`src/rtl/xfer_dma_pkg.sv`:
```
package xfer_dma_pkg;
  localparam int CTL_W    = 12;
  localparam int LEN_W    = 9;
  localparam int QCNT_W   = LEN_W + 1;
  localparam int NIRQ     = 5;
  localparam int NREG     = 9;
  localparam int SEL_BASE = 3;
  localparam int OFF_W    = 12;

  // status bit positions
  localparam int IRQ_DONE  = 0;
  localparam int IRQ_HDR   = 1;
  localparam int IRQ_HALF  = 2;
  localparam int IRQ_FULL  = 3;
  localparam int IRQ_DWAIT = 4;

  // register slots, one per select bit above SEL_BASE
  localparam int RG_CTL      = 0;
  localparam int RG_TX_START = 1;
  localparam int RG_TX_STOP  = 2;
  localparam int RG_RX_START = 3;
  localparam int RG_RX_HALF  = 4;
  localparam int RG_RX_FULL  = 5;
  localparam int RG_PKT_LEN  = 6;
  localparam int RG_STAT     = 7;
  localparam int RG_MASK     = 8;

  function automatic logic [QCNT_W-1:0] quad_tally(input logic [QCNT_W-1:0] q);
    return q + QCNT_W'(2);
  endfunction

  function automatic logic pkt_due(input logic [QCNT_W-1:0] q,
                                   input logic [LEN_W-1:0]  len);
    return (len != '0) && (q >= {1'b0, len});
  endfunction

  function automatic logic off_aligned(input logic [OFF_W-1:0] a);
    return a[SEL_BASE-1:0] == '0;
  endfunction
endpackage

```
`src/rtl/xfer_tx_engine.sv`:
```
module xfer_tx_engine
  import xfer_dma_pkg::*;
#(
  parameter int AW = 32
) (
  input  logic             clk,
  input  logic             rst_n,
  input  logic             ld_start,
  input  logic             ld_stop,
  input  logic [AW-1:0]    wdata,
  input  logic [LEN_W-1:0] pkt_len,
  input  logic             tx_ack,
  output logic             tx_req,
  output logic [AW-1:0]    tx_addr,
  output logic [AW-1:0]    start_q,
  output logic [AW-1:0]    stop_q,
  output logic             done_evt,
  output logic             hdr_evt
);
  localparam logic [AW-1:0] STEP = AW'(8);

  logic [AW-1:0]     cnt_q, cnt_nxt;
  logic [QCNT_W-1:0] tally_q, tally_nxt;
  logic              adv;

  assign tx_req    = cnt_q != stop_q;
  assign tx_addr   = cnt_q;
  assign adv       = tx_req & tx_ack;
  assign cnt_nxt   = cnt_q + STEP;
  assign tally_nxt = quad_tally(tally_q);
  assign done_evt  = adv && (cnt_nxt == stop_q);
  assign hdr_evt   = adv && pkt_due(tally_nxt, pkt_len);

  always_ff @(posedge clk) begin
    if (!rst_n) begin
      cnt_q   <= '0;
      start_q <= '0;
      stop_q  <= '0;
      tally_q <= '0;
    end else begin
      if (ld_start) start_q <= wdata;
      if (ld_stop)  stop_q  <= wdata;
      if (ld_start || ld_stop) cnt_q <= wdata;
      else if (adv)            cnt_q <= cnt_nxt;
      if (ld_start) tally_q <= '0;
      else if (adv) tally_q <= hdr_evt ? '0 : tally_nxt;
    end
  end
endmodule

```
`src/rtl/xfer_rx_ring.sv`:
```
module xfer_rx_ring #(
  parameter int AW        = 32,
  parameter int IDLE_CLKS = 1024
) (
  input  logic          clk,
  input  logic          rst_n,
  input  logic          ld_start,
  input  logic          ld_half,
  input  logic          ld_full,
  input  logic [AW-1:0] wdata,
  input  logic          rx_beat,
  output logic [AW-1:0] rx_addr,
  output logic [AW-1:0] start_q,
  output logic [AW-1:0] half_q,
  output logic [AW-1:0] full_q,
  output logic          half_evt,
  output logic          full_evt,
  output logic          dwait_evt
);
  localparam int            IW   = (IDLE_CLKS > 2) ? $clog2(IDLE_CLKS) : 1;
  localparam logic [IW-1:0] ILIM = IW'(IDLE_CLKS - 1);
  localparam logic [AW-1:0] STEP = AW'(8);

  logic [AW-1:0] ptr_q, ptr_nxt;
  logic [IW-1:0] idle_q;
  logic          pend_q;

  assign ptr_nxt   = ptr_q + STEP;
  assign half_evt  = rx_beat && (ptr_nxt == half_q);
  assign full_evt  = rx_beat && (ptr_nxt == full_q);
  assign dwait_evt = pend_q && !rx_beat && (idle_q == ILIM);
  assign rx_addr   = ptr_q;

  always_ff @(posedge clk) begin
    if (!rst_n) begin
      ptr_q   <= '0;
      start_q <= '0;
      half_q  <= '0;
      full_q  <= '0;
      idle_q  <= '0;
      pend_q  <= 1'b0;
    end else begin
      if (ld_start) start_q <= wdata;
      if (ld_half)  half_q  <= wdata;
      if (ld_full)  full_q  <= wdata;
      if (ld_start)     ptr_q <= wdata;
      else if (rx_beat) ptr_q <= full_evt ? start_q : ptr_nxt;
      if (rx_beat) begin
        idle_q <= '0;
        pend_q <= !(half_evt || full_evt);
      end else begin
        if (idle_q != ILIM) idle_q <= idle_q + IW'(1);
        if (dwait_evt)      pend_q <= 1'b0;
      end
    end
  end
endmodule

```
`src/rtl/xfer_irq_bank.sv`:
```
module xfer_irq_bank #(
  parameter int N = 5
) (
  input  logic         clk,
  input  logic         rst_n,
  input  logic [N-1:0] set_vec,
  input  logic         clr_we,
  input  logic [N-1:0] clr_data,
  input  logic         mask_we,
  input  logic [N-1:0] mask_data,
  output logic [N-1:0] stat,
  output logic [N-1:0] mask,
  output logic         irq
);
  for (genvar i = 0; i < N; i++) begin : g_bit
    always_ff @(posedge clk) begin
      if (!rst_n) begin
        stat[i] <= 1'b0;
        mask[i] <= 1'b0;
      end else begin
        if (set_vec[i])                   stat[i] <= 1'b1;
        else if (clr_we && clr_data[i])   stat[i] <= 1'b0;
        if (mask_we) mask[i] <= mask_data[i];
      end
    end
  end

  assign irq = |(stat & mask);
endmodule

```
`src/rtl/xfer_dma_regs.sv`:
```
module xfer_dma_regs
  import xfer_dma_pkg::*;
#(
  parameter int AW        = 32,
  parameter int IDLE_CLKS = 1024
) (
  input  logic             clk,
  input  logic             rst_n,
  input  logic             reg_we,
  input  logic [OFF_W-1:0] reg_addr,
  input  logic [AW-1:0]    reg_wdata,
  output logic [AW-1:0]    reg_rdata,
  output logic [CTL_W-1:0] ctl_word,
  output logic             tx_req,
  output logic [AW-1:0]    tx_addr,
  input  logic             tx_ack,
  input  logic             rx_beat,
  output logic [AW-1:0]    rx_addr,
  output logic             irq
);
  logic [NREG-1:0]  hit, wr;
  logic [AW-1:0]    rd_val [NREG];
  logic [CTL_W-1:0] ctl_q;
  logic [LEN_W-1:0] len_q;
  logic [AW-1:0]    tx_start_q, tx_stop_q, rx_start_q, rx_half_q, rx_full_q;
  logic             done_evt, hdr_evt, half_evt, full_evt, dwait_evt;
  logic [NIRQ-1:0]  irq_set, irq_stat, irq_mask;
  logic             ld_tx_any, ld_rx_start;

  // one select bit per register above the aligned low bits
  for (genvar i = 0; i < NREG; i++) begin : g_dec
    assign hit[i] = off_aligned(reg_addr) & reg_addr[SEL_BASE+i];
    assign wr[i]  = reg_we & hit[i];
  end

  assign ld_tx_any   = wr[RG_TX_START] | wr[RG_TX_STOP];
  assign ld_rx_start = wr[RG_RX_START];

  always_ff @(posedge clk) begin
    if (!rst_n) begin
      ctl_q <= '0;
      len_q <= '0;
    end else begin
      if (wr[RG_CTL])     ctl_q <= reg_wdata[CTL_W-1:0];
      if (wr[RG_PKT_LEN]) len_q <= reg_wdata[LEN_W-1:0];
    end
  end
  assign ctl_word = ctl_q;

  xfer_tx_engine #(.AW(AW)) u_tx (
    .clk      (clk),
    .rst_n    (rst_n),
    .ld_start (wr[RG_TX_START]),
    .ld_stop  (wr[RG_TX_STOP]),
    .wdata    (reg_wdata),
    .pkt_len  (len_q),
    .tx_ack   (tx_ack),
    .tx_req   (tx_req),
    .tx_addr  (tx_addr),
    .start_q  (tx_start_q),
    .stop_q   (tx_stop_q),
    .done_evt (done_evt),
    .hdr_evt  (hdr_evt)
  );

  xfer_rx_ring #(.AW(AW), .IDLE_CLKS(IDLE_CLKS)) u_rx (
    .clk       (clk),
    .rst_n     (rst_n),
    .ld_start  (wr[RG_RX_START]),
    .ld_half   (wr[RG_RX_HALF]),
    .ld_full   (wr[RG_RX_FULL]),
    .wdata     (reg_wdata),
    .rx_beat   (rx_beat),
    .rx_addr   (rx_addr),
    .start_q   (rx_start_q),
    .half_q    (rx_half_q),
    .full_q    (rx_full_q),
    .half_evt  (half_evt),
    .full_evt  (full_evt),
    .dwait_evt (dwait_evt)
  );

  always_comb begin
    irq_set            = '0;
    irq_set[IRQ_DONE]  = done_evt;
    irq_set[IRQ_HDR]   = hdr_evt;
    irq_set[IRQ_HALF]  = half_evt;
    irq_set[IRQ_FULL]  = full_evt;
    irq_set[IRQ_DWAIT] = dwait_evt;
  end

  xfer_irq_bank #(.N(NIRQ)) u_irq (
    .clk       (clk),
    .rst_n     (rst_n),
    .set_vec   (irq_set),
    .clr_we    (wr[RG_STAT]),
    .clr_data  (reg_wdata[NIRQ-1:0]),
    .mask_we   (wr[RG_MASK]),
    .mask_data (reg_wdata[NIRQ-1:0]),
    .stat      (irq_stat),
    .mask      (irq_mask),
    .irq       (irq)
  );

  always_comb begin
    rd_val[RG_CTL]      = AW'(ctl_q);
    rd_val[RG_TX_START] = tx_start_q;
    rd_val[RG_TX_STOP]  = tx_stop_q;
    rd_val[RG_RX_START] = rx_start_q;
    rd_val[RG_RX_HALF]  = rx_half_q;
    rd_val[RG_RX_FULL]  = rx_full_q;
    rd_val[RG_PKT_LEN]  = AW'(len_q);
    rd_val[RG_STAT]     = AW'(irq_stat);
    rd_val[RG_MASK]     = AW'(irq_mask);
  end

  always_comb begin
    reg_rdata = '0;
    for (int i = 0; i < NREG; i++)
      if (hit[i]) reg_rdata = reg_rdata | rd_val[i];
  end
endmodule

```
`config.mk`:
```
export PLATFORM = sky130hd
export DESIGN_NAME = xfer_dma_regs
export DESIGN_NICKNAME = d
export VERILOG_FILES = /design/src/rtl/xfer_dma_pkg.sv /design/src/rtl/xfer_tx_engine.sv /design/src/rtl/xfer_rx_ring.sv /design/src/rtl/xfer_irq_bank.sv /design/src/rtl/xfer_dma_regs.sv
export SDC_FILE = /design/constraint.sdc
export NUM_CORES = 1
export LEC_CHECK = 0
export ABC_CLOCK_PERIOD_IN_PS = 4100
export BUFFER_PORTS_ARGS = -buffer_cell sky130_fd_sc_hd__clkbuf_2
export CAP_MARGIN = 10
export CORE_AREA = 2 2 172 174
export DETAILED_ROUTE_END_ITERATION = 10
export DIE_AREA = 0 0 174 176
export PLACE_DENSITY = 0.73
export SLEW_MARGIN = 10
export SYNTH_ARGS = -nofsm -noshare
export SYNTH_HDL_FRONTEND = slang
export SYNTH_SLANG_ARGS = --single-unit
export TNS_END_PERCENT = 100
```
`constraint.sdc`:
```
create_clock -name clk -period 4.1 [get_ports clk]
set_input_delay 0.41 -clock clk [delete_from_list [all_inputs] [get_ports clk]]
set_output_delay 0.41 -clock clk [all_outputs]
set_load 0.005 [all_outputs]
```
* After elaboration in Yosys (flattened, before gate mapping) *
Index checks and enable logic that the tools add are counted.

word-level totals
  output and inout port bits = 110
  input port bits = 49
  logic and storage cells = 118
  register bits = 276

cells by class
  add/sub/neg operators = 4
  order comparisons = 1
  equal/unequal tests = 6
  bitwise gates (word level) = 29
  muxes and demuxes = 27
  reductions and logical operators = 29

operators by type and width
  kind                                           number
  two-way mux 32 bit                             13
  OR 32 bit                                      4
  == test 32 bit                                 3
  adder 32 x 4 -> 32 bit, second input constant  2
  OR 32 x 5 -> 32 bit                            2
  != test 32 bit                                 1
  OR 12 x 32 -> 32 bit                           1
  OR 32 x 9 -> 32 bit                            1
  bitwise AND 1 bit                              19
  nonzero test 2 bit                             8
  logical AND 1 bit                              12
  two-way mux 1 bit                              12
  two-way mux 12 bit                             1
  adder 10 x 1 -> 10 bit, second input constant  1
  adder 10 x 2 -> 10 bit, second input constant  1
  == test 10 bit, second input constant          1
  greater-or-equal comparator 10 x 9 -> 1 bit    1
  two-way mux 10 bit                             1
  != test 10 bit, second input constant          1
  nonzero test 9 bit                             1
  bitwise AND 5 bit                              1
  OR reduction 5 bit                             1
  OR reduction 2 bit                             2
  logical NOT 3 bit                              1
  3 further kinds                                5

* Logic depth before layout (Yosys ltp) *
Gate-level depths: netlist (run 1).

  depth in word-level cells = 19
  depth in mapped cells = 14
  mapped depth without buffers = 11

* Modules after synthesis *
A second synthesis (run 1) with hierarchy kept.

second synthesis, totals
  cells, all modules = 1917
  area total of the unflattened synthesis = 16478.3 µm²

by module, submodules not included
  module          cells each  area each (µm²)  times used  sequential area each (µm²)
  xfer_rx_ring    991         8480.6           1           2782.7
  xfer_tx_engine  660         5724.2           1           2102.0
  xfer_dma_regs   231         1883.1           1           420.4
  xfer_irq_bank   35          390.4            1           200.2

* Worst setup path before layout (run 1) *
Ideal clock, no wire load.

  path kind = register -> register
  start = reg u_rx.ptr_q[4], in the netlist u_rx.rx_addr[4]
  end = reg u_rx.ptr_q[25], in the netlist u_rx.rx_addr[25]
  data arrival time = 3.467 ns
  slack = 0.514 ns
  cell stages (with the launch flop) = 13
  setup time = 0.119 ns
  data required time = 3.981 ns
  path buffers = 2
  clock period less this slack = 3.586 ns
  cell sequence = dfxtp_1 -> ha_1 -> and4_4 -> buf_6 -> nand2_8 -> or3_2 -> xnor2_1 -> or4_1 -> nor4_2 -> and4_1 -> buf_4 -> mux2_1 -> o221a_2

between the ends
  cells in the longest elaborated chain, start to end = 6

ends and longest elaborated chain
  item                                  line                text
  start: declaration                    xfer_rx_ring.sv:24  logic [AW-1:0] ptr_q, ptr_nxt;
  start signal: assignment              xfer_rx_ring.sv:46  if (ld_start) ptr_q <= wdata;
  start signal: assignment              xfer_rx_ring.sv:47  else if (rx_beat) ptr_q <= full_evt ? start_q : ptr_nxt;
  adder 32 x 4 -> 32 bit (*)            xfer_rx_ring.sv:28  assign ptr_nxt = ptr_q + STEP;
  == test 32 bit                        xfer_rx_ring.sv:30  assign full_evt = rx_beat && (ptr_nxt == full_q);
  logical AND 1 bit                     xfer_rx_ring.sv:30
  two-way mux 32 bit (*) (2 in series)  xfer_rx_ring.sv:47
  two-way mux 32 bit (*)                xfer_rx_ring.sv:46

Mark *: on every way between the ends. The rest lies on a longest branch, timed or not. The select of a mux whose other input is x is not followed.
A chain may end at the register's enable or synchronous reset.

* Worst setup path in the final report (run 1) *
  start = reg u_rx.ptr_q[4], in the netlist u_rx.rx_addr[4]
  end = reg u_rx.ptr_q[21], in the netlist u_rx.rx_addr[21]

The elaborated chain is that of the path after synthesis.

==> run_results.csv, run 1 <==
group,metric,value,unit
status,status,"finished, final reports clean",
clocking,clkSlewWorstSetupHoldPaths,0.06,ns
place,hpwl,37670,um
critical_path,crit_fanout,48,
critical_path,endpoint_kind,"flop",
clocking,insertion_delay,0.57,ns
synthesis,yosys.area.top_type,"dfxtp_1",
global_routing,overflow,0,
final_layout,nFillCells,2715,
synthesis,yosysWarnings,0,
sta,tightest_slew,1.009,ns
synthesis,synth_area_per_cell,7.527,um2
sta,rsz0062_at_grt,"false",
critical_path,path_class,"reg -> reg",
clocking,hold_buffers,0,
clocking,cts_max_path_buffers,3,
sta,post-route-min-period,3.909,ns
global_routing,antenna_found_initial,0,
synthesis,synth-seq-cells,275,
global_routing,grtUsageTotal,33.21,%
global_routing,grt_pass1_vias,14180,
synthesis,synth_area_leaders,"dfxtp_1, nand2_1, a21oi_1",
place,gp_congestion,0.9478,
routing,drt_iter0_markers,1719,
hold_path,hp-class,"in -> reg",
clocking,clk_root_buffer_cell,"clkbuf_16",
final_layout,drive_above_1_share,12.82,%
die,pin_count,159,
routing,wl,52970,um
pwr,pwr_density_cell,366.4,nW/um2
place,io_buffers,158,
routing,antenna_left,0,
die,core_area,28550,um2
sta,skew,0.02797,ns
clocking,cts_htree_levels,1,
pwr,vdd_ir_drop_max,0.0003040,V
synthesis,synthesis.nets,2069,
final_layout,finish.utilization,59.41,%
synthesis,yosys.area.top_type_share,36.43,%
sta,slew_headroom,32.46,%
synthesis,syn-cell-area,15110,um2
sta,drv_slew,0,
final_layout,register_area,5505,um2
sta,fin_setup_tns,0,ns
sta,fin_crit_sh,95.34,%
clocking,post_cts_buffers,0,
global_routing,grt_pass1_wl,80560,um
critical_path,cp_data_arrival_time,4.37,ns
sta,final-hold-violation-count,0,
synthesis,ys_seq_area_share,36.43,%
final_layout,finalNetCount,2119,
synthesis,synth_edf_count,0,
synthesis,synth.most_common_cell,"nand2_1",
routing,firstDrtPassIters,8,
routing,drc,0,
place,dpl.cell_count,2410,
die,dieArea,30620,um2
routing,vias,15460,
final_layout,diodes,0,
synthesis,ys_top_cells_by_count,"nand2_1, dfxtp_1, a21oi_1, clkbuf_1, nand3_1",
synthesis,synthArstFlopShare,0,%
routing,via_per_inst,6.271,
synthesis,synth_cell_types,73,
sta,setup_viol,0,
routing,wl_per_cell,21.48,um
global_routing,grt_max_degree,134,
final_layout,stdcell_count,2466,
die,num_rows,62,
clocking,clock_sinks,275,
synthesis,synthCells,2008,
final_layout,area_growth,12.21,%
sta,max_freq,255.8,MHz
die,fp.dieH,176,um
synthesis,yosys_most_used_dff,"dfxtp_1",
clocking,cts_resized,0,
pwr,p_leak,6.039,nW
critical_path,cp.required,4.56,ns
die,start_util,52.94,%
clocking,cts_buffers,30,
final_layout,multi_input_area,8798,um2
critical_path,worstSetupStartpointType,"flop",
die,die_w,174,um
clocking,cts_tree,"yes",
flow_run,cap_violations,0,
==> cells by family (layout without fill, tap and decap cells) <==
group / Yosys count / in the layout / share of synthesized area (%)
fa+ha+maj: 12 / 12 / 0.9934
flops: 275 / 275 / 36.43
buf+inv: 194 / 268 / 5.439
xor+xnor: 162 / 162 / 9.719
simple gates: 866 / 866 / 26.60
mux: 21 / 21 / 1.424
compound gates: 478 / 478 / 19.40
==> worst paths after layout <==
path	cells after the start	from	end	slack (ns)
max	11	u_rx.rx_addr[4]$_SDFFE_PN0P_	u_rx.rx_addr[21]$_SDFFE_PN0P_	0.19
min	3	reg_wdata[15]	u_rx.half_q[15]$_SDFFE_PN0P_	0.19
max reg2reg	11	u_rx.rx_addr[4]$_SDFFE_PN0P_	u_rx.rx_addr[21]$_SDFFE_PN0P_	0.19
min reg2reg	2	u_tx.start_q[5]$_SDFFE_PN0P_	u_tx.start_q[5]$_SDFFE_PN0P_	0.46
==> worst max-delay path, stage by stage, from the launching register on <==
cell and delay [ns]:
dfxtp_1 0.44, ha_1 0.35, and4_4 0.37, nand2_8 0.09
or3_2 0.53, xnor2_1 0.14, or4_1 0.53, nor4_2 0.33
and4_2 0.34, buf_12 0.26, mux2i_1 0.12, o31ai_1 0.27
==> power breakdown <==
group | internal, mW | total, mW | switching (mW)
sequential | 2.73 | 2.82 | 0.0895
clock | 1.61 | 2.77 | 1.16
combinational | 0.219 | 0.630 | 0.410
==> area by class of cell <==
type,instances,share of cell area [%]
clock buffer,44,5.150
clock inverter,12,0.8116
inverter,20,0.4722
multi-input combinational,1539,51.88
sequential,275,32.46
tap,384,2.833
timing repair buffer,192,6.389
==> stage by stage <==
stage | hold WS (ns) | instance area (um2) | setup WS (ns) | power, mW
global placement | 0.4418 | 15950 | 0.4014 | 3.478
global route | 0.1938 | 16960 | 0.01605 | 6.394
floorplan | 0.4360 | 15110 | 0.5139 | 3.248
finish | 0.1907 | 16960 | 0.1909 | 6.214
detailed placement | 0.4478 | 15950 | 0.2971 | 3.487
CTS | 0.1700 | 16960 | 0.2288 | 6.217
==> flip-flops by register name, summed over array words and instances, names as in the netlist <==
register	flops
u_rx.full_q	32
u_rx.half_q	32
u_rx.rx_addr	32
u_rx.start_q	32
u_tx.start_q	32
u_tx.stop_q	32
u_tx.tx_addr	32
ctl_word	12
u_rx.idle_q	10
len_q	9
u_tx.tally_q	9
u_irq.mask	5
u_irq.stat	5
u_rx.pend_q	1
==> per-layer routing <==
layer	vias to the layer above	track usage [%]	part of all wire, %
met5	-	0	0
met4	0	14.18	4.5
met3	135	4.888	8.1
met2	794	55.99	48
met1	7381	42.57	40
li1	7154	-	-
==> cell usage in the layout, fill, tap and decap left out, drive strengths merged, types with 6 or more instances in the layout <==
cell type | Yosys | layout
nand3 | 96 | 96
mux2i | 17 | 17
xor2 | 78 | 78
or3 | 29 | 29
or4 | 7 | 7
a22oi | 57 | 57
nand4 | 39 | 39
nor3 | 32 | 32
xnor2 | 81 | 81
nand2b | 12 | 12
dfxtp | 275 | 275
a21oi | 239 | 239
o31ai | 9 | 9
o21ai | 55 | 55
ha | 12 | 12
buf | 31 | 34
and2 | 15 | 15
a222oi | 17 | 17
clkinv | 1 | 6
a211oi | 29 | 29
and3 | 21 | 21
clkbuf | 143 | 202
nor4 | 23 | 23
inv | 19 | 22
a31oi | 19 | 19
nand2 | 480 | 480
and4 | 11 | 11
nor2 | 75 | 75
nand3b | 12 | 12
a311oi | 12 | 12
(Power assumes the default switching activity.)
==> run 2, diff against run 1 <==
- ABC_AREA: not set -> 1
- CORE_AREA: 2 2 172 174 -> 2 2 173 175
- DIE_AREA: 0 0 174 176 -> 0 0 175 177
- PLACE_DENSITY: 0.73 -> 0.72
==> run 2 against run 1 <==
Compared with the run above:
- synthesized area up 0.81%
- non-clock buffer count down 10
- utilization down 0.19 points
- clock power up 4%
==> run_results.csv, run 2 <==
group,metric,value,unit
synthesis,yosysWarnings,0,
critical_path,startpoint,"u_rx.rx_addr[3]$_SDFFE_PN0P_",
sta,fin_setup_tns,0,ns
clocking,cts_buffers,31,
place,placed_area,16260,um2
place,io_buffers,158,
critical_path,cp.required,4.53,ns
critical_path,setup.worst_path.end,"u_rx.rx_addr[29]$_SDFFE_PN0P_",
synthesis,synth-seq-cells,275,
critical_path,reg2reg_setup_slack,0.63,ns
sta,fin_ws,0.6311,ns
hold_path,hp-class,"in -> reg",
synthesis,synthCells,2321,
synthesis,synthAdderAreaFrac,0.9855,%
final_layout,nFillCells,2832,
global_routing,grt_pass1_vias,15120,
final_layout,drive_above_1_share,10.65,%
clocking,insertion_delay,0.58,ns
sta,post-route-min-period,3.469,ns
synthesis,yosys.area.top_type_share,36.13,%
clocking,cts_htree_levels,1,
synthesis,synth_area_leaders,"dfxtp_1, nand2_1, a21oi_1",
place,gp_congestion,0.9706,
critical_path,worstSetupStartpointType,"flop",
critical_path,ff2ff_path_depth,18,
routing,firstDrtPassIters,6,
place,dpl.cell_count,2784,
global_routing,grtUsageTotal,34.34,%
clocking,cts_resized,0,
final_layout,mostFrequentLayoutCell,"nand2_1",
clocking,hold_buffers,0,
routing,wl,55050,um
synthesis,synth_compound_area_share,21.38,%
sta,rsz0062_at_grt,"false",
die,start_util,52.10,%
synthesis,synth_area_per_cell,6.564,um2
critical_path,worst_r2r_startpoint,"u_rx.rx_addr[3]$_SDFFE_PN0P_",
die,dieArea,30980,um2
pwr,pwr_density_cell,372.4,nW/um2
clocking,clock_sinks,275,
synthesis,synthArstFlopShare,0,%
sta,setup_viol,0,
critical_path,r2r_end,"u_rx.rx_addr[29]$_SDFFE_PN0P_",
die,pin_count,159,
final_layout,stdcell_count,2842,
synthesis,synth_edf_count,0,
final_layout,final_cell_mix,"nand2_1, a21oi_1, inv_1, dfxtp_1, o21ai_0",
clocking,clkSlewWorstSetupHoldPaths,0.06,ns
critical_path,cp_data_arrival_time,3.89,ns
sta,final-hold-violation-count,0,
global_routing,grt_max_degree,108,
sta,max_freq,288.3,MHz
place,pre_cts_ws,0.7172,ns
final_layout,area_growth,13.67,%
synthesis,ys_top_cells_by_count,"nand2_1, a21oi_1, inv_1, dfxtp_1, o21ai_0",
sta,skew,0.009027,ns
routing,vias,16450,
synthesis,synth.most_common_cell,"nand2_1",
flow_run,cap_violations,0,
sta,drv_slew,0,
die,fp.dieH,177,um
clocking,clk_root_buffer_cell,"clkbuf_16",
clocking,cts_tree,"yes",
sta,slew_headroom,30.97,%
synthesis,muxShareOfSynthArea,0,%
place,hpwl,40460,um
routing,antenna_left,0,
clocking,post_cts_buffers,0,
hold_path,hold_path_depth,3,
final_layout,finalInstanceArea,17320,um2
clocking,cts_max_path_buffers,3,
critical_path,crit_fanout,22,
synthesis,syn-cell-area,15240,um2
synthesis,synth-simple-area-share,26.02,%
routing,drc,0,
synthesis,synth_top_family_by_area,"simple AND/OR/NAND/NOR gates",
critical_path,endpoint_kind,"flop",
synthesis,synthesis.nets,2382,
die,core_area,29240,um2
synthesis,yosys_most_used_dff,"dfxtp_1",
synthesis,synth_cell_types,42,
sta,fin_crit_sh,84.61,%
global_routing,grt_pass1_wl,83680,um
pwr,p_leak,6.884,nW
synthesis,ys_seq_area_share,36.13,%
die,num_rows,63,
sta,tightest_slew,1.035,ns
synthesis,yosys.area.top_type,"dfxtp_1",
pwr,power,6.449,mW
pwr,vdd_ir_drop_max,0.0003105,V
synthesis,synth_xor_area_share,5.354,%
routing,drt_iter0_markers,1686,
final_layout,finalNetCount,2488,
routing,wl_per_cell,19.37,um
critical_path,path_class,"reg -> reg",
global_routing,antenna_found_initial,0,
die,die_w,175,um
hold_path,min_from,"reg_wdata[0]",
status,status,"finished, final reports clean",
global_routing,overflow,0,
routing,via_per_inst,5.789,
## run 2: cell types whose count changed after synthesis, moves of 46 or more
cell / delta
nor2_1: +95
nand2_1: +64
o21ai_0: +155
xnor2_1: -46
nand3_1: +61
a21oi_1: +48
inv_1: +263
clkbuf_1: -53
a22oi_1: -57
## run 2: worst min-delay path by stage
stage / slack (ns) / endpoint
floorplan: 0.42 / u_tx.start_q[10]$_SDFFE_PN0P_
global placement: 0.44 / u_tx.start_q[10]$_SDFFE_PN0P_
detailed placement: 0.45 / u_tx.start_q[12]$_SDFFE_PN0P_
CTS: 0.16 / u_tx.stop_q[0]$_SDFFE_PN0P_
global route: 0.19 / u_tx.stop_q[0]$_SDFFE_PN0P_
finish: 0.18 / u_tx.stop_q[0]$_SDFFE_PN0P_
## run 2: cells by family after synthesis
logic type / Yosys count
DFF: 275
adders and majority gates: 12
and+or+nand+nor: 941
AOI/OAI and AO/OA: 603
buffers and inverters: 400
xor gates and xnor gates: 90
## run 2: final cells by class
cell class / count / area (um2) / share of cell area, %
diodes: 1 / 2.502 / 0.01445
clock buffers: 45 / 898.4 / 5.187
clock inverters: 12 / 155.1 / 0.8959
inverters: 291 / 1094 / 6.315
multi-input cells: 1646 / 8189 / 47.29
flip-flops and latches: 275 / 5505 / 31.79
well taps: 390 / 488.0 / 2.818
repair buffers: 182 / 985.9 / 5.693
## run 2: metal layers
| layer | GRT usage [%] | up-vias | wire length [um] |
|---|---|---|---|
| li1 | - | 7876 | - |
| met1 | 44.04 | 7619 | 22530 |
| met2 | 57.66 | 798 | 25590 |
| met3 | 3.436 | 160 | 3863 |
| met4 | 17.47 | 0 | 3075 |
| met5 | 0 | - | 0 |
## run 2: stage by stage
step                      hold WS (ns)  utilization [%]
final                           0.1788            59.22
after global routing            0.1861            59.21
after CTS                       0.1635            59.21
after detailed placement        0.4458            55.61
after global placement          0.4351            55.61
after floorplan                 0.4245                -
## run 2: where the power goes
| group | internal, mW | leakage, nW | switching, mW |
|---|---|---|---|
| Clock | 1.71 | 0.517 | 1.18 |
| Sequential | 2.74 | 2.22 | 0.0809 |
| Combinational | 0.225 | 4.14 | 0.510 |
## run 2: worst max-delay path: stages (launching register included)
cell	delay, ns
dfxtp_1	0.50
ha_1	0.30
nand2_1	0.15
nor2_4	0.22
nand2_1	0.21
inv_1	0.14
nand2_1	0.06
nand2_1	0.08
nand2_1	0.11
nand2_1	0.09
nand2_1	0.06
nor2_1	0.10
nand2_1	0.09
nor2_4	0.41
nand2_4	0.07
nand2_2	0.44
nand2_1	0.12
nand2_1	0.10
a21oi_1	0.06
==> run 3, diff against run 2 <==
- ABC_CLOCK_PERIOD_IN_PS: 4100 -> 2800
- PLACE_DENSITY: 0.72 -> 0.75
- clock period: 4.1 -> 2.8 ns (I/O delays scaled with it)
==> run 3 against run 2 <==
Compared with the run above:
- sequential power increased by 46%
- wire length increased by 1.1%
- non-clock buffer count increased by 60
==> run_results.csv, run 3 (synthesis results as in run 2) <==
group,metric,value,unit
status,status,"finished, final reports clean",
critical_path,endpoint_kind,"flop",
routing,wl,55670,um
routing,wl_per_cell,19.20,um
global_routing,grt_max_degree,146,
place,hpwl,41580,um
routing,via_per_inst,5.802,
clocking,cts_tree,"yes",
flow_run,cap_violations,0,
final_layout,diodes,0,
routing,antenna_left,0,
critical_path,worstSetupStartpointType,"flop",
pwr,p_leak,7.171,nW
routing,dr_wl_met2,25930,um
routing,routedLengthMet1,21780,um
die,core_area,29240,um2
clocking,cts_max_path_buffers,3,
sta,skew,0.01726,ns
place,gp_congestion,1.004,
pwr,pwr-share-comb,12.7,%
die,pin_count,159,
sta,fin_crit_sh,99.18,%
hold_path,hp-class,"in -> reg",
place,dpl.cell_count,2838,
global_routing,grt_pass1_wl,84600,um
routing,vias,16820,
place,io_buffers,158,
critical_path,path_class,"reg -> reg",
clocking,clkSlewWorstSetupHoldPaths,0.06,ns
routing,drc,0,
global_routing,grtUsageTotal,34.70,%
pwr,sequentialPowerShare,44.5,%
final_layout,area_growth,17.03,%
clocking,insertion_delay,0.57,ns
pwr,vdd_ir_drop_max,0.0004764,V
sta,drv_slew,0,
routing,firstDrtPassIters,7,
global_routing,antenna_found_initial,0,
pwr,power.switching,2.604,mW
sta,post-route-min-period,2.777,ns
clocking,cts_buffers,30,
sta,fin_setup_tns,0,ns
final_layout,mostFrequentLayoutCell,"nand2_1",
sta,rsz0062_at_grt,"true",
final_layout,stdcell_count,2899,
global_routing,grt_pass1_vias,15470,
die,dieArea,30980,um2
sta,tightest_slew,1.049,ns
routing,drt_iter0_markers,1981,
die,die_w,175,um
place,pre_cts_ws,0.02750,ns
die,start_util,52.10,%
clocking,clock_sinks,275,
die,num_rows,63,
final_layout,finalNetCount,2547,
global_routing,overflow,0,
critical_path,cp_data_arrival_time,3.18,ns
sta,final-hold-violation-count,0,
die,fp.dieH,177,um
sta,whs,0.07491,ns
pwr,pwr_density_cell,519.4,nW/um2
pwr,internal_power,6.658,mW
final_layout,final_cell_mix,"nand2_1, a21oi_1, inv_1, dfxtp_1, o21ai_0",
clocking,cts_htree_levels,1,
routing,routed-wl-met3,4572,um
routing,top_layer_used,"met4",
sta,slew_headroom,30.08,%
critical_path,crit_fanout,13,
final_layout,drive_above_1_share,14.15,%
sta,max_freq,360.1,MHz
critical_path,cp.required,3.20,ns
pwr,p_clk_share,42.9,%
clocking,clk_root_buffer_cell,"clkbuf_16",
pwr,switching_share,28.12,%
sta,fin_ws,0.02296,ns
sta,setup_viol,0,
==> run 3: area by class of cell <==
| class | instances | area [um2] |
|---|---|---|
| clock buffer | 43 | 870.8 |
| clock inverter | 12 | 96.34 |
| fill | 2815 | 11410 |
| inverter | 291 | 1096 |
| multi-input combinational | 1646 | 8300 |
| sequential | 275 | 5515 |
| tap | 390 | 488.0 |
| timing repair buffer | 242 | 1464 |
==> run 3: worst max-delay path, stage by stage, from the launching register on <==
cell	delay [ns]
dfxtp_2	0.35
buf_4	0.15
nand2_2	0.07
nor2_4	0.20
buf_6	0.16
nand2_4	0.10
inv_4	0.10
nand4_1	0.20
nand3_1	0.15
nand3_1	0.10
nor2_2	0.14
nand2_1	0.10
nor2_4	0.12
nand2_4	0.08
nand2_2	0.07
buf_4	0.20
nand2_1	0.10
nand2_1	0.12
a21oi_1	0.08
==> run 3: per-stage QoR <==
| stage | instance area (um2) | power [mW] | util (%) |
|---|---|---|---|
| 2_1_floorplan | 15240 | 4.849 | - |
| 3_3_place_gp | 16680 | 5.306 | 57.04 |
| 3_5_place_dp | 16680 | 5.323 | 57.04 |
| 4_1_cts | 17650 | 9.229 | 60.36 |
| 5_1_grt | 17830 | 9.558 | 60.97 |
| 6_report | 17830 | 9.262 | 60.97 |
==> run 3: power by group through the flow <==
| stage | clock (mW) | combinational, mW | sequential (mW) |
|---|---|---|---|
| 6_report | 3.97 | 1.17 | 4.12 |
| 5_1_grt | 4.15 | 1.28 | 4.13 |
| 4_1_cts | 3.98 | 1.13 | 4.11 |
| 3_5_place_dp | 0 | 1.13 | 4.20 |
| 3_3_place_gp | 0 | 1.11 | 4.20 |
| 2_1_floorplan | 0 | 0.672 | 4.18 |
==> run 3: worst paths after layout <==
| path | slack (ns) | endpoint | start | cells past startpoint |
|---|---|---|---|---|
| hold reg to reg | 0.45 | u_tx.start_q[15]$_SDFFE_PN0P_ | u_tx.start_q[15]$_SDFFE_PN0P_ | 2 |
| setup / recovery | 0.02 | u_rx.rx_addr[6]$_SDFFE_PN0P_ | u_rx.rx_addr[4]$_SDFFE_PN0P_ | 18 |
| hold / removal | 0.07 | u_tx.start_q[13]$_SDFFE_PN0P_ | reg_wdata[13] | 3 |
| setup reg to reg | 0.02 | u_rx.rx_addr[6]$_SDFFE_PN0P_ | u_rx.rx_addr[4]$_SDFFE_PN0P_ | 18 |
==> run 3: layer usage <==
metal | GRT usage [%] | vias to the layer above
met3 | 3.243 | 188
li1 | - | 7988
met2 | 58.38 | 861
met4 | 18.40 | 0
met5 | 0 | -
met1 | 44.25 | 7782
==> run 3: timing repair <==
item                                    4_1_cts  5_1_grt
endpoints found under the setup margin        2       35
cloned                                        0        0
gates resized for setup                       2       44
buffers inserted                              0        6
pin swaps                                     0        5
hold endpoints to repair                      0        0
hold buffers                                  0        0
